### src/rtl/banked_irq_ctrl.sv
module banked_irq_ctrl #(
  parameter int NUM_BANKS = 2,
  parameter int ADDR_W    = 8
) (
  input  logic                      clk,
  input  logic                      rst_n,
  input  logic [NUM_BANKS*32-1:0]   irq_src,
  input  logic [ADDR_W-1:0]         bus_addr,
  input  logic                      bus_wr,
  input  logic [31:0]               bus_wdata,
  output logic [31:0]               bus_rdata,
  output logic                      irq_out,
  output logic [NUM_BANKS-1:0]      bank_valid,
  output logic [NUM_BANKS*5-1:0]    bank_idx
);
  localparam int NSRC  = NUM_BANKS * 32;
  localparam int BSEL_W = ADDR_W - 5;

  localparam logic [4:0] OFF_STAT = 5'h00;
  localparam logic [4:0] OFF_MASK = 5'h04;
  localparam logic [4:0] OFF_SET  = 5'h08;
  localparam logic [4:0] OFF_CLR  = 5'h0C;
  localparam logic [4:0] OFF_PEND = 5'h10;
  localparam logic [4:0] OFF_TOP  = 5'h14;

  logic [NSRC-1:0] sync1_q, stat_q, mask_q, pend;
  logic [31:0]     rd_w [NUM_BANKS];

  wire [4:0]        offs = bus_addr[4:0];
  wire [BSEL_W-1:0] bsel = bus_addr[ADDR_W-1:5];

  always_ff @(posedge clk) begin
    if (!rst_n) begin
      sync1_q <= '0;
      stat_q  <= '0;
    end else begin
      sync1_q <= irq_src;
      stat_q  <= sync1_q;
    end
  end

  assign pend    = stat_q & ~mask_q;
  assign irq_out = |pend;

  for (genvar b = 0; b < NUM_BANKS; b++) begin : g_bank
    logic       hit;
    logic [4:0] top;

    assign hit = bus_wr && (bsel == BSEL_W'(b));

    always_ff @(posedge clk) begin
      if (!rst_n)
        mask_q[b*32 +: 32] <= '1;
      else if (hit && offs == OFF_SET)
        mask_q[b*32 +: 32] <= mask_q[b*32 +: 32] | bus_wdata;
      else if (hit && offs == OFF_CLR)
        mask_q[b*32 +: 32] <= mask_q[b*32 +: 32] & ~bus_wdata;
    end

    always_comb begin
      top = '0;
      for (int i = 0; i < 32; i++)
        if (pend[b*32 + i]) top = 5'(i);
    end

    assign bank_valid[b]      = |pend[b*32 +: 32];
    assign bank_idx[b*5 +: 5] = top;

    always_comb begin
      case (offs)
        OFF_STAT: rd_w[b] = stat_q[b*32 +: 32];
        OFF_MASK: rd_w[b] = mask_q[b*32 +: 32];
        OFF_PEND: rd_w[b] = pend[b*32 +: 32];
        OFF_TOP:  rd_w[b] = {bank_valid[b], 26'd0, top};
        default:  rd_w[b] = '0;
      endcase
    end
  end

  always_comb begin
    bus_rdata = '0;
    for (int b = 0; b < NUM_BANKS; b++)
      if (bsel == BSEL_W'(b)) bus_rdata = rd_w[b];
  end
endmodule

### config.mk
export PLATFORM = sky130hd
export DESIGN_NAME = banked_irq_ctrl
export DESIGN_NICKNAME = d
export VERILOG_FILES = /design/src/rtl/banked_irq_ctrl.sv
export SDC_FILE = /design/constraint.sdc
export NUM_CORES = 1
export LEC_CHECK = 0
export BUFFER_PORTS_ARGS = -buffer_cell sky130_fd_sc_hd__buf_2
export CORE_ASPECT_RATIO = 0.7
export CORE_MARGIN = 2
export CORE_UTILIZATION = 50
export CTS_BUF_LIST = sky130_fd_sc_hd__clkbuf_16
export DETAILED_ROUTE_END_ITERATION = 8
export GPL_TIMING_DRIVEN = 0
export PLACE_DENSITY = 0.73
export RECOVER_POWER = 25
export SETUP_SLACK_MARGIN = 0.02
export SLEW_MARGIN = 20
export SYNTH_ARGS = -nofsm -noshare
export SYNTH_HDL_FRONTEND = slang
export SYNTH_SLANG_ARGS = --single-unit
### constraint.sdc
create_clock -name clk -period 3 [get_ports clk]
set_clock_uncertainty 0.1 [all_clocks]
set_input_delay 0.75 -clock clk [delete_from_list [all_inputs] [get_ports clk]]
set_output_delay 0.75 -clock clk [all_outputs]
set_load 0.01 [all_outputs]
==> flow_summary.json <==
{
  "dp.cells": 1330,
  "tightest_slew_ps": 890,
  "hold_class": "reg2reg",
  "synth.distinct_cells": 51,
  "seq_area_um2": 3890,
  "hpwl_um": 19600,
  "arrival_ps": 2450,
  "violations": "negative setup slack",
  "synth_area_um2": 8470,
  "wl_per_cell_um": 20.6,
  "initialDrtViolationCount": 1059,
  "wirelength_um": 28500,
  "synth-edff-count": 0,
  "grt_max_degree": 17,
  "nets": 1254,
  "die-area_um2": 18000,
  "num_rows": 39,
  "setup_viol_count_final": 8,
  "outcome": "finished, violations left",
  "layout_common_cells": "dfxtp_1, buf_2, and2_1, o21ai_0, a21oi_1",
  "tritoncts": "built",
  "vias": 8168,
  "async_reset_ff_frac": 0,
  "clk_root_buffer_cell": "clkbuf_16",
  "dr.pass1.iters": 8,
  "final_common_cell": "dfxtp_1",
  "grt_pass1_vias": 7665,
  "drt-vias-per-instance": 5.91,
  "clockBufferDepth": 2,
  "ant_nets": 0,
  "hold_viol": 0,
  "die_x_um": 160,
  "pre_cts_ws_ps": -529,
  "p_per_area_nw_per_um2": 474,
  "required_ps": 2150,
  "min_period_ps": 3300,
  "slew_viol_final": 0,
  "cts_sinks": 192,
  "ys_ff_latch": 192,
  "grt_pass1_wl_um": 42200,
  "rsz0062_at_grt": "true",
  "drc": 0,
  "critPathCaptureType": "output pin",
  "slowest_stage": "or4_4",
  "path_buf_inv": 1,
  "maxCapViolCount": 0,
  "seq_area_frac_synth": 0.454,
  "path_cells": "nor2b_1 -> or4_4 -> nor2b_4 -> o31ai_4 -> and3b_1 -> a311o_1 -> buf_2",
  "start_util": 0.515,
  "ioPinCount": 152,
  "worst_path_dominant_cell_family": "simple AND/OR/NAND/NOR gates",
  "start_kind": "flop",
  "worst_slack_ps": -297,
  "multi_input_area_um2": 5080,
  "syn_inst": 956,
  "synth_area_per_cell_um2": 8.86,
  "gp_congestion": 0.940,
  "finish.utilization": 0.680,
  "p_leak_nw": 5.52,
  "yosysWarnings": 0,
  "core_area_um2": 16400,
  "worstSetupPathType": "reg2out",
  "relSlewSlack": 0.407,
  "cts_made_buffers": 17,
  "synth_ff_type": "dfxtp_1",
  "drive_above_1_share": 0.326,
  "diodes": 0,
  "timing.fmax_ghz": 0.303,
  "path_clk_slew_ps": 70,
  "synth.net_count": 1063,
  "fill_cells": 1308,
  "ctsHtreeMaxLevel": 4,
  "syn_to_final_growth_pct": 32.0,
  "period_share": 1.10,
  "antenna_found_initial": 2,
  "peakVddDrop_v": 0.000406,
  "die_h_um": 113,
  "total_power_mw": 5.30,
  "ctsHoldBuffers": 0,
  "path_max_fanout": 3,
  "gr-usage-all-layers": 0.305,
  "overflow": 0,
  "clk_latency_ps": 440,
  "slowest_delay_ps": 550,
  "fin_cells": 1383,
  "port_buffers": 149
}
==> synth_stat cells (2+ instances only) <==
master	instances	area [um^2]
nor4b_1	2	17.5
a21oi_1	81	405
dfxtp_1	192	3840
buf_1	3	11.3
and2_1	134	838
nor4_1	3	18.8
inv_1	2	7.51
a2111oi_0	3	26.3
mux2i_1	64	641
clkbuf_1	56	210
nand4_1	10	62.6
o21ai_0	110	551
nor3_1	3	15.0
or2b_2	2	17.5
o21ai_1	19	95.1
or2_1	2	12.5
a311oi_1	2	17.5
nand2b_1	51	319
nor2_1	14	52.6
o22ai_1	31	194
buf_2	9	45.0
nand3_1	7	35.0
a31oi_1	6	37.5
nor2b_1	22	138
and3_1	64	400
nand2_1	26	97.6
o31ai_1	2	15.0
nand4b_1	2	17.5
o211ai_1	8	60.1
a2bb2oi_1	2	17.5
a211oi_1	4	30.0
==> layout make-up <==
| cell class | instances | area share |
|---|---|---|
| Multi-Input combinational cell | 694 | 0.454 |
| Tap cell | 225 | 0.0252 |
| Timing Repair Buffer | 173 | 0.0896 |
| Clock buffer | 17 | 0.0380 |
| Sequential cell | 192 | 0.348 |
| Buffer | 67 | 0.0319 |
| Clock inverter | 13 | 0.0124 |
| Inverter | 2 | 0.000671 |
==> path summary, 6_finish.rpt <==
| kind | from | end | slack, ps | cells after the start |
|---|---|---|---|---|
| setup / recovery | stat_q[50] | bus_rdata[2] | -300 | 7 |
| hold / removal | sync1_q[44] | stat_q[44] | 330 | 1 |
| hold reg to reg | sync1_q[44] | stat_q[44] | 330 | 1 |
| setup reg to reg | flop | flop | 2120 | 3 |
==> timing repair <==
item,4_1_cts,5_1_grt
gates resized for setup,109,139
endpoints found under the setup margin,40,42
cloned,0,2
pin swaps,20,34
buffers inserted,12,10
==> per-layer routing <==
metal	up-vias	track usage	part of all wire
li1	3759	-	-
met1	3778	0.434	0.43
met2	554	0.426	0.40
met3	75	0.106	0.14
met4	2	0.109	0.028
met5	-	0	0.00046
==> stage by stage <==
step / area [um^2] / hold WS, ps / TNS (ps)
after CTS: 10600 / 332 / -908
after global placement: 9500 / 316 / -9560
final: 11200 / 326 / -1310
after global routing: 11200 / 342 / -1810
after floorplan: 8470 / 306 / 0
after detailed placement: 9500 / 317 / -9980
==> report_power, final <==
| group | switching [mW] | internal (mW) |
|---|---|---|
| Combinational | 0.227 | 0.165 |
| Sequential | 0.0465 | 2.63 |
| Clock | 1.01 | 1.22 |
| Total | 1.28 | 4.02 |
==> logic make-up (layout without fill, tap and decap cells) <==
logic type,count (synthesis),in the layout,synth area share
flip-flops,192,192,0.454
AO/OA/AOI/OAI,278,278,0.184
AND/OR/NAND/NOR,352,352,0.254
multiplexers,64,64,0.0756
buffers and inverters,70,272,0.0323
Power figures use the tool's default switching activity.
